File: config.mk
export PLATFORM = sky130hd
export DESIGN_NAME = dly_setting_if
export DESIGN_NICKNAME = d
export VERILOG_FILES = /design/src/rtl/dsi_pkg.sv /design/src/rtl/dsi_sync.sv /design/src/rtl/dsi_edge.sv /design/src/rtl/dsi_shift.sv /design/src/rtl/dsi_code.sv /design/src/rtl/dly_setting_if.sv
export SDC_FILE = /design/constraint.sdc
export NUM_CORES = 1
export LEC_CHECK = 0
export CAP_MARGIN = 20
export CORE_MARGIN = 1
export CORE_UTILIZATION = 51
export DETAILED_ROUTE_END_ITERATION = 12
export HOLD_SLACK_MARGIN = 0.12
export PLACE_DENSITY = 0.87
export SLEW_MARGIN = 10
export SYNTH_ARGS = -nofsm -noshare
export SYNTH_HDL_FRONTEND = slang
export SYNTH_HIERARCHICAL = 1
export SYNTH_SLANG_ARGS = --single-unit
File: constraint.sdc
create_clock -name clk -period 1.7 [get_ports clk]
set_input_delay 0.255 -clock clk [delete_from_list [all_inputs] [get_ports clk]]
set_output_delay 0.255 -clock clk [all_outputs]
set_load 0.02 [all_outputs]
File: src/rtl/dsi_pkg.sv
package dsi_pkg;
    localparam int CODE_W      = 8;
    localparam int SYNC_STAGES = 2;

    typedef logic [CODE_W-1:0] code_t;

    typedef enum logic {
        LOAD_SERIAL   = 1'b0,
        LOAD_PARALLEL = 1'b1
    } load_mode_e;

    typedef struct packed {
        logic  mode;
        logic  en;
        logic  sck;
        logic  sd;
        code_t par;
    } pins_t;

    localparam int PIN_W = $bits(pins_t);

    typedef struct packed {
        logic  load;
        logic  shift;
        logic  sin;
        code_t load_val;
    } shift_ctl_t;

    function automatic code_t shift_in(code_t q, logic b);
        return {q[CODE_W-2:0], b};
    endfunction
endpackage

File: src/rtl/dsi_sync.sv
module dsi_sync #(
    parameter int W      = 4,
    parameter int STAGES = 2
) (
    input  logic         clk,
    input  logic         rst,
    input  logic [W-1:0] d_i,
    output logic [W-1:0] q_o
);
    logic [W-1:0] stage_q [STAGES];

    always_ff @(posedge clk) begin
        if (rst) stage_q[0] <= '0;
        else     stage_q[0] <= d_i;
    end

    for (genvar s = 1; s < STAGES; s++) begin : g_stage
        always_ff @(posedge clk) begin
            if (rst) stage_q[s] <= '0;
            else     stage_q[s] <= stage_q[s-1];
        end
    end

    assign q_o = stage_q[STAGES-1];
endmodule

File: src/rtl/dsi_edge.sv
module dsi_edge #(
    parameter int W        = 2,
    parameter int FALL_IDX = 1
) (
    input  logic         clk,
    input  logic         rst,
    input  logic [W-1:0] d_i,
    output logic [W-1:0] rise_o,
    output logic         fall_o
);
    logic [W-1:0] prev_q;

    always_ff @(posedge clk) begin
        if (rst) prev_q <= '0;
        else     prev_q <= d_i;
    end

    for (genvar b = 0; b < W; b++) begin : g_rise
        assign rise_o[b] = d_i[b] & ~prev_q[b];
    end

    assign fall_o = ~d_i[FALL_IDX] & prev_q[FALL_IDX];
endmodule

File: src/rtl/dsi_shift.sv
module dsi_shift
    import dsi_pkg::*;
(
    input  logic       clk,
    input  logic       rst,
    input  shift_ctl_t ctl_i,
    output code_t      q_o
);
    code_t q;

    always_ff @(posedge clk) begin
        if (rst)              q <= '0;
        else if (ctl_i.load)  q <= ctl_i.load_val;
        else if (ctl_i.shift) q <= shift_in(q, ctl_i.sin);
    end

    assign q_o = q;
endmodule

File: src/rtl/dsi_code.sv
module dsi_code
    import dsi_pkg::*;
(
    input  logic  clk,
    input  logic  rst,
    input  logic  upd_i,
    input  code_t val_i,
    output code_t q_o
);
    code_t q;

    always_ff @(posedge clk) begin
        if (rst)        q <= '0;
        else if (upd_i) q <= val_i;
    end

    assign q_o = q;
endmodule

File: src/rtl/dly_setting_if.sv
module dly_setting_if
    import dsi_pkg::*;
(
    input  logic              clk,
    input  logic              rst,
    input  logic              mode_i,
    input  logic              en_i,
    input  logic              sclk_i,
    input  logic              sdata_i,
    input  logic [CODE_W-1:0] par_i,
    output logic              sout_o,
    output logic              sout_oe_o,
    output logic [CODE_W-1:0] code_o
);
    pins_t            pins_raw;
    pins_t            pins_s;
    logic [PIN_W-1:0] pins_vec;
    logic [1:0]       rise;
    logic             en_rise;
    logic             en_fall;
    logic             sck_rise;
    logic             is_serial;
    shift_ctl_t       sh_ctl;
    code_t            sh_q;
    code_t            code_q;
    logic             code_upd;
    code_t            code_val;

    assign pins_raw = {mode_i, en_i, sclk_i, sdata_i, par_i};

    dsi_sync #(.W(PIN_W), .STAGES(SYNC_STAGES)) u_sync (
        .clk (clk),
        .rst (rst),
        .d_i (pins_raw),
        .q_o (pins_vec)
    );

    assign pins_s = pins_t'(pins_vec);

    dsi_edge #(.W(2), .FALL_IDX(1)) u_edge (
        .clk    (clk),
        .rst    (rst),
        .d_i    ({pins_s.en, pins_s.sck}),
        .rise_o (rise),
        .fall_o (en_fall)
    );

    assign en_rise   = rise[1];
    assign sck_rise  = rise[0];
    assign is_serial = (load_mode_e'(pins_s.mode) == LOAD_SERIAL);

    always_comb begin
        sh_ctl.load     = is_serial && en_rise;
        sh_ctl.shift    = is_serial && pins_s.en && sck_rise;
        sh_ctl.sin      = pins_s.sd;
        sh_ctl.load_val = code_q;
    end

    dsi_shift u_shift (
        .clk   (clk),
        .rst   (rst),
        .ctl_i (sh_ctl),
        .q_o   (sh_q)
    );

    always_comb begin
        if (is_serial) begin
            code_upd = en_fall;
            code_val = sh_q;
        end else begin
            code_upd = pins_s.en || en_fall;
            code_val = pins_s.par;
        end
    end

    dsi_code u_code (
        .clk   (clk),
        .rst   (rst),
        .upd_i (code_upd),
        .val_i (code_val),
        .q_o   (code_q)
    );

    assign code_o    = code_q;
    assign sout_o    = sh_q[CODE_W-1];
    assign sout_oe_o = is_serial && pins_s.en;

    assert_reset_clear_R1: assert property (@(posedge clk)
        rst |=> (code_o == '0 && !sout_oe_o));

    assert_transparent_R2: assert property (@(posedge clk) disable iff (rst)
        (!is_serial && pins_s.en) |=> (code_o == $past(pins_s.par)));

    assert_latch_R3: assert property (@(posedge clk) disable iff (rst)
        (!is_serial && en_fall) |=> (code_o == $past(pins_s.par)));

    assert_shift_order_R4: assert property (@(posedge clk) disable iff (rst)
        (is_serial && pins_s.en && sck_rise && !en_rise) |=>
        (sh_q == {$past(sh_q[CODE_W-2:0]), $past(pins_s.sd)}));

    assert_serial_hold_R5: assert property (@(posedge clk) disable iff (rst)
        (is_serial && !en_fall) |=> $stable(code_o));

    assert_readback_load_R6: assert property (@(posedge clk) disable iff (rst)
        (is_serial && en_rise) |=> (sh_q == $past(code_o)));
endmodule

; ---- Word level (Yosys, flattened, before mapping)
; Memories as Yosys holds them, arrays and structs flattened.
; Index checks and enable logic that the tools add are counted.
[totals]
regBits = 18
ram_bits = 24
input_bits = 14
out_inout_bits = 10
memories = 1
[mem_list]
columns = name, depth, width, rd, rd_clocked_by_memory_dff, write_ports, line_no
row1 = u_sync.stage_q, 2, 12, 2, 0, 2, dsi_sync.sv:10  ; logic [W-1:0] stage_q [STAGES];
[op_classes]
muxes = 9
bitwise_logic = 9
reduce_logical = 5
[op_table]
columns = op, count
row1 = two-way mux 12 bit, 2
row2 = two-way mux 8 bit, 3
row3 = two-way mux 1 bit, 4
row4 = NOT 1 bit, 4
row5 = bitwise AND 1 bit, 3
row6 = logical AND 1 bit, 3
row7 = bitwise OR 1 bit, 2
row8 = nonzero test 2 bit, 1
row9 = logical OR 1 bit, 1

; ---- Depth between registers and ports, before layout
; Gate-level depths: netlist of run 1.
[depth]
ltp_word = 5
depth_mapped = 5
depth_no_buf = 4

; ---- Hierarchy
; The synthesis of run 1 kept the hierarchy.
[by_module_without_submodules]
columns = mod, instances, cells_each, area_each_um2
row1 = dsi_sync, 1, 50, 693.2
row2 = dsi_shift, 1, 35, 369.1
row3 = dsi_code, 1, 26, 285.3
row4 = dly_setting_if, 1, 13, 160.2
row5 = dsi_edge, 1, 7, 71.3

; ---- Least setup slack after synthesis of run 1
; OpenSTA, ideal clock, no wires.
[synth_timing]
path_type = reg2reg
startpoint = memory u_sync/stage_q[1][11] in the netlist's numbering
endpoint = register u_shift.q[7], in the netlist u_shift/q_o[7]
setup_ns = 0.086
t_arrival_ns = 1.166
required_time_ns = 1.614
slack_ns = 0.448
stages_incl_launch_ff = 6
path_buffers = 2
path_cell_list = dfxtp_1 -> buf_6 -> and3b_2 -> buf_6 -> mux2i_1 -> a211oi_1
[synth_lines]
columns = item, line_no
row1 = from (decl), dsi_sync.sv:10
row2 = to (signal assigned), dsi_shift.sv:13  ; else if (ctl_i.load) q <= ctl_i.load_val;
row3 = to (signal assigned), dsi_shift.sv:14  ; else if (ctl_i.shift) q <= shift_in(q, ctl_i.sin);
row4 = to (decl), dsi_shift.sv:9  ; code_t q;

; ---- Final worst setup path of run 1
[layout_timing]
startpoint = register u_shift.q[7], in the netlist u_shift/q_o[7]
endpoint = output port sout_o
[layout_lines]
columns = item, line_no
row1 = to (decl), dly_setting_if.sv:11  ; output logic sout_o,
; No word-level cell between the ends.

==> results.sh, run 1 <==
export IMPL_status="completed"
export IMPL_grt_pass1_vias=909
export IMPL_io_buffer_count=23
export IMPL_first_iter_violations=45
export IMPL_fin_skew_ps=5.52
export IMPL_wl_met1_um=1220
export IMPL_cts_sinks=42
export IMPL_final_nets=173
export IMPL_vias=952
export IMPL_wl_per_cell_um=12.8
export IMPL_crit_path_end_kind="output port"
export IMPL_clock_latency_ps=330
export IMPL_fmax_mhz=630
export IMPL_route_met2_wl_um=1120
export IMPL_syn_area_um2=1580
export IMPL_required_ps=1440
export IMPL_antennaDiodeCount=0
export IMPL_wl_met3_um=93
export IMPL_drive_gt1_share_pct=24.4
export IMPL_tritoncts="yes"
export IMPL_r2r_cells=4
export IMPL_cp_start_kind="flop"
export IMPL_synth_seq_cells=42
export IMPL_cp_num_buf_inv=1
export IMPL_avgSynthCellArea_um2=12.1
export IMPL_ir_worst_vdd_v=0.000675
export IMPL_htreeDepth=2
export IMPL_grt_pass1_wl_um=4160
export IMPL_crit_start="u_shift/q_o[7]$_SDFFE_PP0P_"
export IMPL_dieWidth_um=57.6
export IMPL_synth_distinct_cells=15
export IMPL_rsz0062_at_grt="false"
export IMPL_areaGrowthSynthToFinish_pct=22.7
export IMPL_antenna_found_initial=0
export IMPL_worstSetupPathType="flop to output port"
export IMPL_r2r_start="u_sync/stage_q[1][11]$_SDFF_PP0_"
export IMPL_final_cell_mix="42 x dfxtp_1, 22 x clkdlybuf4s50_1, 19 x nor2b_1"
export IMPL_whs_ps=451
export IMPL_cp_arrival_ps=1330
export IMPL_r2r_end="u_shift/q_o[1]$_SDFFE_PP0P_"
export IMPL_path_clk_slew_ps=120
export IMPL_endpoint="sout_o"
export IMPL_max_cap_violations=0
export IMPL_initial_core_util_pct=55.4
export IMPL_yosysWarningCount=6
export IMPL_cellLeakagePower_nw=0.752
export IMPL_top_layer="met4"
export IMPL_ios=24
export IMPL_synth_area_leader_cell="dfxtp_1"
export IMPL_crit_path_top_delay_cell="clkdlybuf4s50_1"
export IMPL_drc=0
export IMPL_syn_inst=131
export IMPL_worstPathCellList="clkdlybuf4s50_1"
export IMPL_timing_final_crit_share_pct=93.4
export IMPL_hp_class="flop to flop"
export IMPL_pwr_density_cell_nw_per_um2=933
export IMPL_ys_top_cells_by_area="dfxtp_1 53%, mux2i_1 10%, nor2b_2 7.8%"
export IMPL_synth_top_area_share_pct=53.2
export IMPL_routed_wl_um=2450
export IMPL_synth_net_count=145
export IMPL_grt_start_max_net_pins=15
export IMPL_period_needed_ps=1590
export IMPL_grt_usage_pct=17.2
export IMPL_setup_viol=0
export IMPL_clockBufferDepth=2
export IMPL_hold_viol=0
export IMPL_hpwl_um=1720
export IMPL_critPathTopFamily="buffers and inverters"
export IMPL_die_area_um2=3320
export IMPL_yosysSeqAreaShare_pct=53.2
export IMPL_core_area_um2=2850
export IMPL_rows=19
export IMPL_die_y_um=57.6
export IMPL_max_slew_worst_pin_slew_ps=490
export IMPL_grt_overflow_total=0
export IMPL_slew_viol_final=0
export IMPL_relSlewSlack_pct=67.3
export IMPL_slowest_delay_ps=620
export IMPL_cp_depth=1
export IMPL_first_pass_iters=4
export IMPL_crit_fanout=3
export IMPL_cts_buffers_inserted=5
export IMPL_vias_per_cell=4.98
export IMPL_r2r_slack_ps=310
export IMPL_root_buffer="clkbuf_4"
export IMPL_gp_congestion=0.709
export IMPL_fin_tns_setup_ps=0
export IMPL_final_common_cell="dfxtp_1"
export IMPL_ant_nets=0
[registers in the layout (all words and copies together) (netlist names)]
signal / flops
u_edge/prev_q: 2
u_sync/stage_q: 24
u_code/q_o: 8
u_shift/q_o: 8
[report_power, final]
part,leakage [nW],internal [mW],total [mW],switching [mW]
sequential,0.345,1.02,1.04,0.0161
clock,0.0385,0.310,0.612,0.301
combinational,0.369,0.0986,0.157,0.0587
total,0.752,1.43,1.81,0.376
[through the flow]
step	setup WS, ps	power (mW)	cell area, µm²	instances	util [%]
floorplan	448	1.15	1580	131	-
detailed placement	205	1.22	1860	183	65.2
CTS	93.1	1.82	1940	191	67.9
global route	34.4	1.88	1940	191	67.9
global placement	304	1.21	1860	183	65.2
finish	112	1.81	1940	191	67.9
[worst min path at each step]
stage	from	to	slack (ps)	cells past startpoint
after floorplan	rst	u_edge/prev_q[0]$_SDFF_PP0_	330	1
after global placement	u_sync/stage_q[0][9]$_SDFF_PP0_	u_sync/stage_q[1][9]$_SDFF_PP0_	420	1
after detailed placement	u_sync/stage_q[0][2]$_SDFF_PP0_	u_sync/stage_q[1][2]$_SDFF_PP0_	420	1
after CTS	en_i	u_sync/stage_q[0][10]$_SDFF_PP0_	450	2
after global routing	par_i[2]	u_sync/stage_q[0][2]$_SDFF_PP0_	440	2
final	u_sync/stage_q[0][11]$_SDFF_PP0_	u_sync/stage_q[1][11]$_SDFF_PP0_	450	1
[synthesized netlist by cell type]
| master | n |
|---|---|
| dfxtp_1 | 42 |
| nor2b_1 | 19 |
| mux2i_1 | 16 |
| nor2b_2 | 14 |
| a211oi_1 | 8 |
| nor2_1 | 8 |
| mux2_4 | 6 |
| buf_6 | 5 |
| and2b_1 | 4 |
| and2b_2 | 2 |
| buf_1 | 2 |
| mux2_2 | 2 |
| a21o_2 | 1 |
| and3b_2 | 1 |
| inv_2 | 1 |
[final cells by class]
| cell class | count | area [µm²] |
|---|---|---|
| sequential | 42 | 841 |
| inverter | 1 | 3.75 |
| multi-input combinational | 81 | 671 |
| clock buffer | 6 | 41.3 |
| clock inverter | 2 | 37.5 |
| tap | 31 | 38.8 |
| fill | 240 | 916 |
| timing repair buffer | 28 | 304 |
[repair_timing]
item                                    4_1_cts  5_1_grt
hold buffers                                  0        0
buffers inserted                              0        0
endpoints found under the setup margin        1        0
resized for setup                             1        0
[kinds of logic after synthesis]
logic type      share of synthesized area [%]
simple gates                             20.8
buf+inv                                  4.28
mux                                      17.3
compound gates                           4.36
flops                                    53.2
[layer usage]
metal / vias to the layer above / track usage (%)
met5: - / 0
met4: 0 / 9.76
met3: 2 / 5.36
met2: 21 / 25.6
met1: 440 / 22.1
li1: 489 / -
[worst reg2reg max path: cells and delay by family, from the launching register on]
family          cells  cell delay [ps]
simple gates        1              430
flops               1              320
compound gates      1              250
buf+inv             1              190
mux                 1              130
(Power assumes the default switching activity.)
==> run 2: changes to the inputs <==
Settings changed: CORE_MARGIN 1 to unset, GPL_TIMING_DRIVEN set to 0.
==> results.sh, run 2 (synthesized netlist as in run 1, its figures left out) <==
export IMPL_drc=0
export IMPL_hpwl_um=1760
export IMPL_slew_viol_final=0
export IMPL_worstSetupPathType="flop to output port"
export IMPL_areaGrowthSynthToFinish_pct=22.7
export IMPL_worstPathCellList="buf_8 > and2b_2 > clkdlybuf4s15_1"
export IMPL_setup_viol=0
export IMPL_initial_core_util_pct=55.4
export IMPL_grt_usage_pct=18.0
export IMPL_critPathTopFamily="buffers and inverters"
export IMPL_wl_per_cell_um=13.2
export IMPL_clkPwrFrac_pct=34.9
export IMPL_max_cap_violations=0
export IMPL_cp_arrival_ps=1360
export IMPL_dp_cells=185
export IMPL_cts_buffers_inserted=5
export IMPL_core_area_um2=2850
export IMPL_sequentialPowerShare_pct=56.9
export IMPL_grt_pass1_wl_um=4370
export IMPL_r2r_start="u_sync/stage_q[1][11]$_SDFF_PP0_"
export IMPL_hp_start="u_sync/stage_q[0][9]$_SDFF_PP0_"
export IMPL_clock_latency_ps=340
export IMPL_hp_class="flop to flop"
export IMPL_fin_skew_ps=5.17
export IMPL_crit_path_end_kind="output port"
export IMPL_final_common_cell="dfxtp_1"
export IMPL_final_cell_mix="41 x dfxtp_1, 22 x clkdlybuf4s50_1, 19 x nor2b_1"
export IMPL_slowest_delay_ps=380
export IMPL_fmax_mhz=620
export IMPL_rows=19
export IMPL_p_int_mw=1.46
export IMPL_vias_per_cell=5.07
export IMPL_period_needed_ps=1610
export IMPL_status="completed"
export IMPL_tritoncts="yes"
export IMPL_antenna_found_initial=0
export IMPL_largest_reg_flops=24
export IMPL_cellLeakagePower_nw=0.751
export IMPL_p_sw_uw=371
export IMPL_crit_fanout=10
export IMPL_fin_tns_setup_ps=0
export IMPL_cp_num_buf_inv=2
export IMPL_drive_gt1_share_pct=24.8
export IMPL_ios=24
export IMPL_clockBufferDepth=2
export IMPL_ir_worst_vdd_v=0.000575
export IMPL_rsz0062_at_grt="false"
export IMPL_timing_final_crit_share_pct=94.9
export IMPL_first_pass_iters=4
export IMPL_top_register="u_sync/stage_q"
export IMPL_cp_start_kind="flop"
export IMPL_grt_start_max_net_pins=13
export IMPL_max_slew_worst_pin_slew_ps=413
export IMPL_total_power_mw=1.83
export IMPL_crit_path_top_delay_cell="dfxtp_4"
export IMPL_p_sw_share_pct=20.3
export IMPL_pwr_density_cell_nw_per_um2=943
export IMPL_dieWidth_um=57.6
export IMPL_ctsHoldBuffers=0
export IMPL_final_nets=175
export IMPL_post_cts_setup_buffer_count=0
export IMPL_grt_pass1_vias=956
export IMPL_cts_sinks=42
export IMPL_path_clk_slew_ps=110
export IMPL_finalNonFillerCells=192
export IMPL_routed_wl_um=2540
export IMPL_required_ps=1440
export IMPL_die_y_um=57.6
export IMPL_first_iter_violations=15
export IMPL_crit_start="u_sync/stage_q[1][11]$_SDFF_PP0_"
export IMPL_htreeDepth=2
export IMPL_root_buffer="clkbuf_4"
export IMPL_vias=973
export IMPL_gp_congestion=0.777
export IMPL_relSlewSlack_pct=72.5
export IMPL_hold_viol=0
export IMPL_power_frac_comb_pct=8.2
export IMPL_antennaDiodeCount=0
export IMPL_die_area_um2=3320
export IMPL_io_buffer_count=23
export IMPL_final_core_util_pct=67.9
export IMPL_grt_overflow_total=0
export IMPL_ant_nets=0
run 2: power by group through the flow:
stage                     registers, mW  clock network (mW)  logic (mW)
final                              1.04               0.638       0.149
after global routing               1.04               0.698       0.162
after CTS                          1.04               0.656       0.149
after detailed placement           1.06                   0       0.149
after global placement             1.06                   0       0.144
after floorplan                    1.06                   0      0.0937
run 2: metal layers:
| layer | GRT usage, % | vias to the layer above | part of all wire [%] |
|---|---|---|---|
| met5 | 0 | - | 0 |
| met4 | 9.06 | 0 | 0.59 |
| met3 | 6.92 | 2 | 5.3 |
| met2 | 27.7 | 30 | 49 |
| met1 | 22.0 | 450 | 45 |
| li1 | - | 491 | - |
run 2: path summary, 6_finish.rpt:
check                                                       end  slack, ps  depth (start not counted)
worst min register to register  u_sync/stage_q[1][9]$_SDFF_PP0_        440                          1
worst min-delay path            u_sync/stage_q[1][9]$_SDFF_PP0_        440                          1
worst max-delay path                                  sout_oe_o         90                          3
worst max register to register      u_shift/q_o[0]$_SDFFE_PP0P_        270                          5
run 2: area by class of cell:
| class | count | area, µm² |
|---|---|---|
| fillers | 217 | 916 |
| plain buffers | 7 | 67.6 |
| clock buffers | 6 | 51.3 |
| clock inverters | 1 | 30.0 |
| inverters | 1 | 3.75 |
| flip-flops and latches | 42 | 845 |
| multi-input cells | 81 | 671 |
| repair buffers | 23 | 230 |
| well taps | 31 | 38.8 |
run 2: per-stage QoR:
stage               setup WS (ps)  area [µm²]  hold slack [ps]
floorplan                     448        1580              327
global placement              140        1850              416
detailed placement            105        1850              422
CTS                          17.3        1930              439
global route                 29.6        1940              433
finish                       86.3        1940              444
run 2: repair_timing:
action                     CTS  global route
resized for setup            2             3
gates cloned                 0             0
setup endpoints to repair    1             1
==> run 3: changes to the inputs <==
Settings changed: GPL_ROUTABILITY_DRIVEN set to 0.
==> results of run 3 <==
Same layout as run 2: the final DEF is identical, and so are final timing and power.
